$ cat config.mk
export PLATFORM = sky130hd
export DESIGN_NAME = tx_reset_seq
export DESIGN_NICKNAME = d
export VERILOG_FILES = /design/src/rtl/tx_reset_seq.sv
export SDC_FILE = /design/constraint.sdc
export NUM_CORES = 1
export LEC_CHECK = 0
export BUFFER_PORTS_ARGS = -buffer_cell sky130_fd_sc_hd__buf_4
export CELL_PAD_IN_SITES_DETAIL_PLACEMENT = 1
export CELL_PAD_IN_SITES_GLOBAL_PLACEMENT = 2
export CORE_MARGIN = 2
export CORE_UTILIZATION = 39
export DETAILED_ROUTE_END_ITERATION = 16
export GPL_TIMING_DRIVEN = 0
export HOLD_SLACK_MARGIN = 0.05
export PLACE_DENSITY_LB_ADDON = 0.1
export SLEW_MARGIN = 20
export SYNTH_ARGS = -nofsm -noshare
export SYNTH_HDL_FRONTEND = slang
export SYNTH_SLANG_ARGS = --single-unit
$ cat constraint.sdc
create_clock -name clk -period 0.9 [get_ports clk]
set_clock_uncertainty 0.1 [all_clocks]
set_input_delay 0.09 -clock clk [delete_from_list [all_inputs] [get_ports clk]]
set_output_delay 0.09 -clock clk [all_outputs]
set_load 0.02 [all_outputs]
$ cat src/rtl/tx_reset_seq.sv
module tx_reset_seq #(
  parameter int CLK_PERIOD_NS = 10,
  parameter int PWRDN_NS      = 1000,
  parameter int ANALOG_NS     = 200,
  parameter int DIGITAL_NS    = 20,
  parameter int LOCK_HYST_NS  = 45,
  parameter bit SYNC_RESET    = 1'b1,
  parameter int MODE_CFG      = 2,
  parameter int NUM_CH        = 2,
  parameter bit PER_CHANNEL   = 1'b1
) (
  input  logic              clk,
  input  logic [NUM_CH-1:0] rst_req,
  input  logic [NUM_CH-1:0] pll_locked,
  input  logic              manual_sel,
  output logic [NUM_CH-1:0] pll_pdn,
  output logic [NUM_CH-1:0] tx_areset,
  output logic [NUM_CH-1:0] tx_dreset,
  output logic [NUM_CH-1:0] tx_ready
);

  localparam int PDN_RAW  = (PWRDN_NS + CLK_PERIOD_NS - 1) / CLK_PERIOD_NS;
  localparam int ANA_RAW  = (ANALOG_NS + CLK_PERIOD_NS - 1) / CLK_PERIOD_NS;
  localparam int DIG_RAW  = (DIGITAL_NS + CLK_PERIOD_NS - 1) / CLK_PERIOD_NS;
  localparam int PDN_CYC  = (PDN_RAW < 1) ? 1 : PDN_RAW;
  localparam int ANA_CYC  = (ANA_RAW < 1) ? 1 : ANA_RAW;
  localparam int DIG_CYC  = (DIG_RAW < 1) ? 1 : DIG_RAW;
  localparam int HYST_CYC = (LOCK_HYST_NS + CLK_PERIOD_NS - 1) / CLK_PERIOD_NS;
  localparam int MAX_AB   = (PDN_CYC > ANA_CYC) ? PDN_CYC : ANA_CYC;
  localparam int MAX_CYC  = (MAX_AB > DIG_CYC) ? MAX_AB : DIG_CYC;
  localparam int CW       = $clog2(MAX_CYC + 1);
  localparam int HW       = $clog2(HYST_CYC + 2);
  localparam int NCTL     = PER_CHANNEL ? NUM_CH : 1;

  typedef enum logic [2:0] {S_PDN, S_ANA, S_WLK, S_DIG, S_RDY} seq_t;

  logic man_eff;
  assign man_eff = (MODE_CFG == 2) ? manual_sel : (MODE_CFG == 1);

  logic [NCTL-1:0] pdn_v, ana_v, dig_v, rdy_v;

  for (genvar g = 0; g < NCTL; g++) begin : ctl
    logic req, lk_in, rst_i, lock_ok;
    logic [1:0] lsync;
    seq_t st, nst;
    logic [CW-1:0] cnt, ncnt;
    logic pdn_q, ana_q, dig_q, rdy_q;

    if (PER_CHANNEL) begin : sel_own
      assign req   = rst_req[g];
      assign lk_in = pll_locked[g];
    end else begin : sel_all
      assign req   = |rst_req;
      assign lk_in = &pll_locked;
    end

    if (SYNC_RESET) begin : rsync
      logic [1:0] sr;
      always_ff @(posedge clk or posedge req)
        if (req) sr <= 2'b11;
        else     sr <= {sr[0], 1'b0};
      assign rst_i = sr[1];
    end else begin : rdirect
      assign rst_i = req;
    end

    always_ff @(posedge clk or posedge rst_i)
      if (rst_i) lsync <= '0;
      else       lsync <= {lsync[0], lk_in};

    if (HYST_CYC == 0) begin : hyst_none
      assign lock_ok = lsync[1];
    end else begin : hyst_cnt
      logic [HW-1:0] hc;
      always_ff @(posedge clk or posedge rst_i)
        if (rst_i)                    hc <= '0;
        else if (!lsync[1])           hc <= '0;
        else if (hc != HW'(HYST_CYC)) hc <= hc + HW'(1);
      assign lock_ok = (hc == HW'(HYST_CYC));
    end

    always_comb begin
      nst  = st;
      ncnt = cnt;
      unique case (st)
        S_PDN:
          if (cnt == CW'(PDN_CYC - 1)) begin nst = S_ANA; ncnt = '0; end
          else ncnt = cnt + CW'(1);
        S_ANA:
          if (cnt == CW'(ANA_CYC - 1)) begin nst = S_WLK; ncnt = '0; end
          else ncnt = cnt + CW'(1);
        S_WLK:
          if (lock_ok) begin nst = S_DIG; ncnt = '0; end
        S_DIG:
          if (!man_eff && !lock_ok) begin nst = S_WLK; ncnt = '0; end
          else if (cnt == CW'(DIG_CYC - 1)) begin nst = S_RDY; ncnt = '0; end
          else ncnt = cnt + CW'(1);
        S_RDY:
          if (!man_eff && !lock_ok) nst = S_WLK;
        default: begin nst = S_PDN; ncnt = '0; end
      endcase
    end

    always_ff @(posedge clk or posedge rst_i)
      if (rst_i) begin
        st    <= S_PDN;
        cnt   <= '0;
        pdn_q <= 1'b1;
        ana_q <= 1'b1;
        dig_q <= 1'b1;
        rdy_q <= 1'b0;
      end else begin
        st    <= nst;
        cnt   <= ncnt;
        pdn_q <= (nst == S_PDN);
        ana_q <= (nst == S_PDN) || (nst == S_ANA);
        dig_q <= (nst != S_RDY);
        rdy_q <= (nst == S_RDY);
      end

    assign pdn_v[g] = pdn_q;
    assign ana_v[g] = ana_q;
    assign dig_v[g] = dig_q;
    assign rdy_v[g] = rdy_q;
  end

  for (genvar c = 0; c < NUM_CH; c++) begin : lane
    localparam int SRC = PER_CHANNEL ? c : 0;
    assign pll_pdn[c]   = pdn_v[SRC];
    assign tx_areset[c] = ana_v[SRC];
    assign tx_dreset[c] = dig_v[SRC];
    assign tx_ready[c]  = rdy_v[SRC];
  end

endmodule

Word level (Yosys, flattened, before mapping)
Index checks and enable logic that the tools add are counted.

Input port bits: 6. Register bits after elaboration: 42. Logic and storage cells: 95. Output and inout bits: 8.

Muxes and demuxes: 30. Reductions and logical operators: 13. Bitwise gates (word level): 2. Add/subtract/negate cells: 4. Equal/unequal tests: 28.

Operator list (number): 7-bit two-way mux (10); 7-bit case mux with 5 select lines (2); 3-bit two-way mux (16); 3-bit case mux with 5 select lines (2); 3-bit == test (second input constant) (6); 7-bit by 1-bit adder with 7-bit output (second input constant) (2); 7-bit by 1-bit == test with 1-bit output (second input constant) (2); 7-bit by 5-bit == test with 1-bit output (second input constant) (2); 7-bit == test (second input constant) (2); 3-bit by 1-bit == test with 1-bit output (second input constant) (4); 3-bit by 2-bit == test with 1-bit output (second input constant) (4); 3-bit logical NOT (4); 3-bit inequality test (second input constant) (4); 3-bit by 1-bit adder with 3-bit output (second input constant) (2); 2-bit by 1-bit inequality test with 1-bit output (second input constant) (2); 2-bit inequality test (second input constant) (2); 2-bit AND reduction (2); 1-bit logical NOT (3); 1-bit logical AND (2); 1-bit logical OR (2); 1-bit inverter (2).

Longest topological paths before layout
Depth in word-level cells: 7. Gate-level depth with buffers: 8.

Worst setup path before layout
No wires, ideal clock.

Kind: register to register. Start: reg ctl[1].hyst_cnt.hc[0]. End: reg ctl[1].cnt[3]. Arrival time: 1.555 ns. Slack: -0.873 ns. Stages on the path, launching flop included: 8. Period minus slack after synthesis: 1.773 ns. Cells stage by stage: dfrtp_1 > ha_1 > a21oi_1 > nand3b_1 > a2bb2oi_2 > buf_6 > o21ai_1 > a21o_1.

Longest elaborated chain between the ends: 5. Elaborated cells on any way between the ends: 7.

Ends and longest elaborated chain: start, declared (line 74) `logic [HW-1:0] hc;`; start signal, assigned (line 78) `else if (hc != HW'(HYST_CYC)) hc <= hc + HW'(1);`; 3-bit == test (*) (line 79) `assign lock_ok = (hc == HW'(HYST_CYC));`; 1-bit logical NOT (line 95) `if (!man_eff && !lock_ok) begin nst = S_WLK; ncnt = '0; end`; 1-bit logical AND (line 95); 7-bit two-way mux (line 95); 7-bit case mux with 5 select lines (line 85) `unique case (st)`; end signal, assigned (line 114) `cnt <= ncnt;`; end, declared (line 46) `logic [CW-1:0] cnt, ncnt;`.

Mark *: on every way between the ends. The rest lies on a longest branch, timed or not. A chain may end at the register's enable or synchronous reset.

Worst setup path in the final report
Start: reg ctl[0].cnt[6]. End: reg ctl[0].cnt[6].

Longest elaborated chain between the ends: 4. Elaborated cells on any way between the ends: 9.

Ends and longest elaborated chain: start, declared (line 46); start signal, assigned (line 114); 7-bit by 1-bit adder with 7-bit output / 7-bit by 1-bit == test with 1-bit output (equally long branches); 7-bit two-way mux (line 96) `else if (cnt == CW'(DIG_CYC - 1)) begin nst = S_RDY; ncnt = '0; end`; 7-bit two-way mux (line 95); 7-bit case mux with 5 select lines (*) (line 85).

Marks and branches as above.

==> flow_metrics.py <==
metrics = {
    "pwr": {
        "switching_share_pct": 38.10,
        "seqPwrFrac_pct": 34.7,
        "internal_power_mw": 5.266,
        "ir_worst_vdd_mv": 1.236,
        "comb_power_share_pct": 50.1,
        "p_leak_nw": 1.432,
        "total_power_mw": 8.507,
        "p_sw_mw": 3.241,
        "powerDensity_nw_per_um2": 2721,
        "p_clk_share_pct": 15.2,
    },
    "worst_hold_path": {
        "min-delay-start": "manual_sel",
        "hp-class": "input port to flop",
        "min_to": "ctl[0].st[2]",
        "holdPathStages": 4,
    },
    "placement": {
        "routabilityCongestion": 0.7432,
        "dp.cells": 297,
        "numPortBuffers": 13,
        "placed_area_um2": 2451,
        "dp_hpwl_um": 3282,
    },
    "synthesis": {
        "avgSynthCellArea_um2": 10.28,
        "synth_top_area_share_pct": 36.93,
        "yosysUniqueCellTypes": 48,
        "synthCells": 211,
        "async_reset_ff_share_pct": 100.0,
        "synth.ff_latch_count": 42,
        "yosys_warnings": 0,
        "synth_top_area_cell": "dfrtp_1",
        "synth_ff_type": "dfrtp_1",
        "synth_area_leaders": "dfrtp_1 37%, dfstp_2 12%, ha_1 4.6%",
        "synth_edf_count": 0,
        "syn_area_um2": 2168,
        "seq_area_frac_synth_pct": 49.05,
    },
    "floorplan": {
        "die_h_um": 78.57,
        "die_w_um": 78.57,
        "die-area_um2": 6172,
        "core_area_um2": 5439,
        "start_util_pct": 39.87,
        "io_pins": 14,
        "rows": 27,
    },
    "routing": {
        "routed_wl_um": 5739,
        "first_pass_iters": 4,
        "vias": 1745,
        "wl_per_cell_um": 17.08,
        "ant_nets": 0,
        "vias_per_cell": 5.193,
        "drc": 0,
        "first_iter_violations": 41,
    },
    "worst_setup_path": {
        "worstReg2RegEnd": "ctl[0].cnt[6]",
        "reg2reg_slack_ps": -970,
        "required_ps": 990,
        "critPathTopFamily": "compound AO/OA/AOI/OAI gates",
        "worstSetupPathType": "flop to flop",
        "cp.arrival_ps": 1950,
        "startpoint": "ctl[0].cnt[6]",
        "crit_path_cell_trace": "nor4b_4, a31oi_2, a22oi_2, buf_6, nor3b_4, a21o_1",
        "slowest_delay_ps": 460,
        "cp_max_fo": 5,
        "slowest_stage": "dfrtp_2",
        "cp-end-kind": "flop",
        "crit_buf_inv": 1,
        "start_kind": "flop",
        "worstRegToRegCells": 6,
        "r2r-start": "ctl[0].cnt[6]",
    },
    "job": {
        "cap_violations": 0,
    },
    "final_layout": {
        "multi_input_area_um2": 1266,
        "synthToLayoutAreaGrowth_pct": 44.20,
        "fin_area_um2": 3127,
        "layout.cells.non_filler": 336,
        "fill_cells": 584,
        "regArea_um2": 1070,
        "antenna_cells": 0,
        "drive_above_1_share_pct": 53.03,
        "fin_nets": 277,
    },
    "global_routing": {
        "grt_overflow_total": 0,
        "grt_start_max_net_pins": 20,
        "antenna_found_initial": 0,
        "grt_pass1_wl_um": 9749,
        "grt_pass1_vias": 1936,
        "track_usage_pct": 20.29,
    },
    "timing": {
        "timing.fmax_mhz": 535.5,
        "setup_viol": 42,
        "fin_crit_ps": 1867,
        "finalSetupTns_ps": -24410,
        "period_share_pct": 207.5,
        "rsz0062_at_grt": "yes",
        "final_hold_viol_count": 0,
        "fin_ws_ps": -967.5,
        "slew_violations": 0,
    },
    "clock_tree": {
        "cts.sinks": 42,
        "cts_inserted_buffers": 5,
        "clockBufferDepth": 2,
        "cts_tree": "built",
        "ctsHtreeMaxLevel": 2,
        "clkSlewWorstSetupHoldPaths_ps": 80,
        "clock_latency_ps": 290,
        "cts_root_buffer": "clkbuf_8",
    },
    "outcome": {
        "violations": "negative setup slack",
        "outcome": "finished with violations",
    },
}
## registers in the layout, summed over array words and instances (netlist names)
name / count
ctl.cnt: 14
ctl.hyst_cnt.hc: 6
ctl.st: 6
ctl.lsync: 4
ctl.rsync.sr: 4
ctl.ana_q: 2
ctl.dig_q: 2
ctl.pdn_q: 2
ctl.rdy_q: 2
## worst max path at each step
stage	end	slack, ps	depth (start not counted)
after floorplan	ctl[1].cnt[2]	-780	7
after global placement	ctl[1].cnt[3]	-960	7
after detailed placement	ctl[1].cnt[2]	-1000	7
after CTS	ctl[1].cnt[2]	-910	7
after global routing	ctl[0].cnt[6]	-1040	7
final	ctl[0].cnt[6]	-970	6
## layout by cell type (no fill, tap or decap), drive strengths merged, types with 3 or more instances in the layout
| cell | count |
|---|---|
| buf | 56 |
| dfrtp | 32 |
| o21ai | 20 |
| nor2 | 14 |
| nand2 | 11 |
| inv | 11 |
| nor3b | 11 |
| dfstp | 10 |
| a21oi | 10 |
| a21o | 9 |
| ha | 8 |
| and3 | 8 |
| clkbuf | 7 |
| nor2b | 5 |
| dlygate4sd3 | 4 |
| a31oi | 4 |
| o21a | 3 |
| clkinvlp | 3 |
| or2 | 3 |
| nand3 | 3 |
## synth_stat cells (6+ instances only)
cell / n
a21o_1: 9
dfrtp_1: 32
nor2_1: 14
o21ai_1: 6
buf_4: 9
dfstp_2: 10
inv_1: 13
ha_1: 8
a21oi_1: 10
o21ai_0: 14
nor3b_1: 10
nand2_1: 11
and3_1: 6
## metal layers
layer  track usage, %  wire, um  part of all wire [%]  up-vias
met5                0         0                     0        -
met4            4.737        61                   1.1        0
met3            3.448        96                   1.7        6
met2            36.84      3217                    56       17
met1            25.02      2364                    41      889
li1                 -         -                     -      833
## through the flow
stage / setup WS, ps / hold slack (ps) / utilization (%)
final: -967.5 / 120.4 / 57.49
after global routing: -1040 / 127.4 / 57.49
after CTS: -910.3 / 100.1 / 54.82
after detailed placement: -996.4 / 32.74 / 45.07
after global placement: -959.6 / 20.65 / 45.07
after floorplan: -782.3 / -98.50 / -
## timing repair
action,CTS,global route
hold buffers,4,0
buffers inserted,28,11
endpoints found under the hold margin,6,0
pin swaps,20,14
gates cloned,2,0
resized for setup,58,24
endpoints found under the setup margin,80,42
## power by group through the flow
stage / Clock [mW] / Sequential, mW / Combinational (mW)
5_1_grt: 1.43 / 3.02 / 4.62
3_3_place_gp: 0 / 2.87 / 2.56
4_1_cts: 1.36 / 2.91 / 3.65
3_5_place_dp: 0 / 2.91 / 2.68
2_1_floorplan: 0 / 2.78 / 2.12
6_report: 1.30 / 2.95 / 4.26
## area by class of cell
class / count / area share, %
buffer: 9 / 2.401
sequential: 42 / 34.21
multi-input combinational: 140 / 40.50
tap: 72 / 2.881
clock inverter: 2 / 0.4002
inverter: 13 / 1.881
clock buffer: 6 / 2.641
timing repair buffer: 52 / 15.09
## worst min-delay path: cells and delay by family
family / cells / cell delay, ps
buf+inv: 2 / 250
compound gates: 1 / 40
simple gates: 1 / 90
## kinds of logic (layout without fill, tap and decap cells)
logic type | count (synthesis) | in the layout | synth area share [%]
and+or+nand+nor | 67 | 67 | 18.75
AOI/OAI and AO/OA | 59 | 59 | 17.66
DFF | 42 | 42 | 49.05
buffers and inverters | 30 | 82 | 8.020
adders and majority gates | 8 | 8 | 4.616
xor gates and xnor gates | 2 | 2 | 0.8080
muxes | 2 | 2 | 0.9233
other | 1 | 2 | 0.1729
Note: power is estimated with default switching activity, not from simulation.
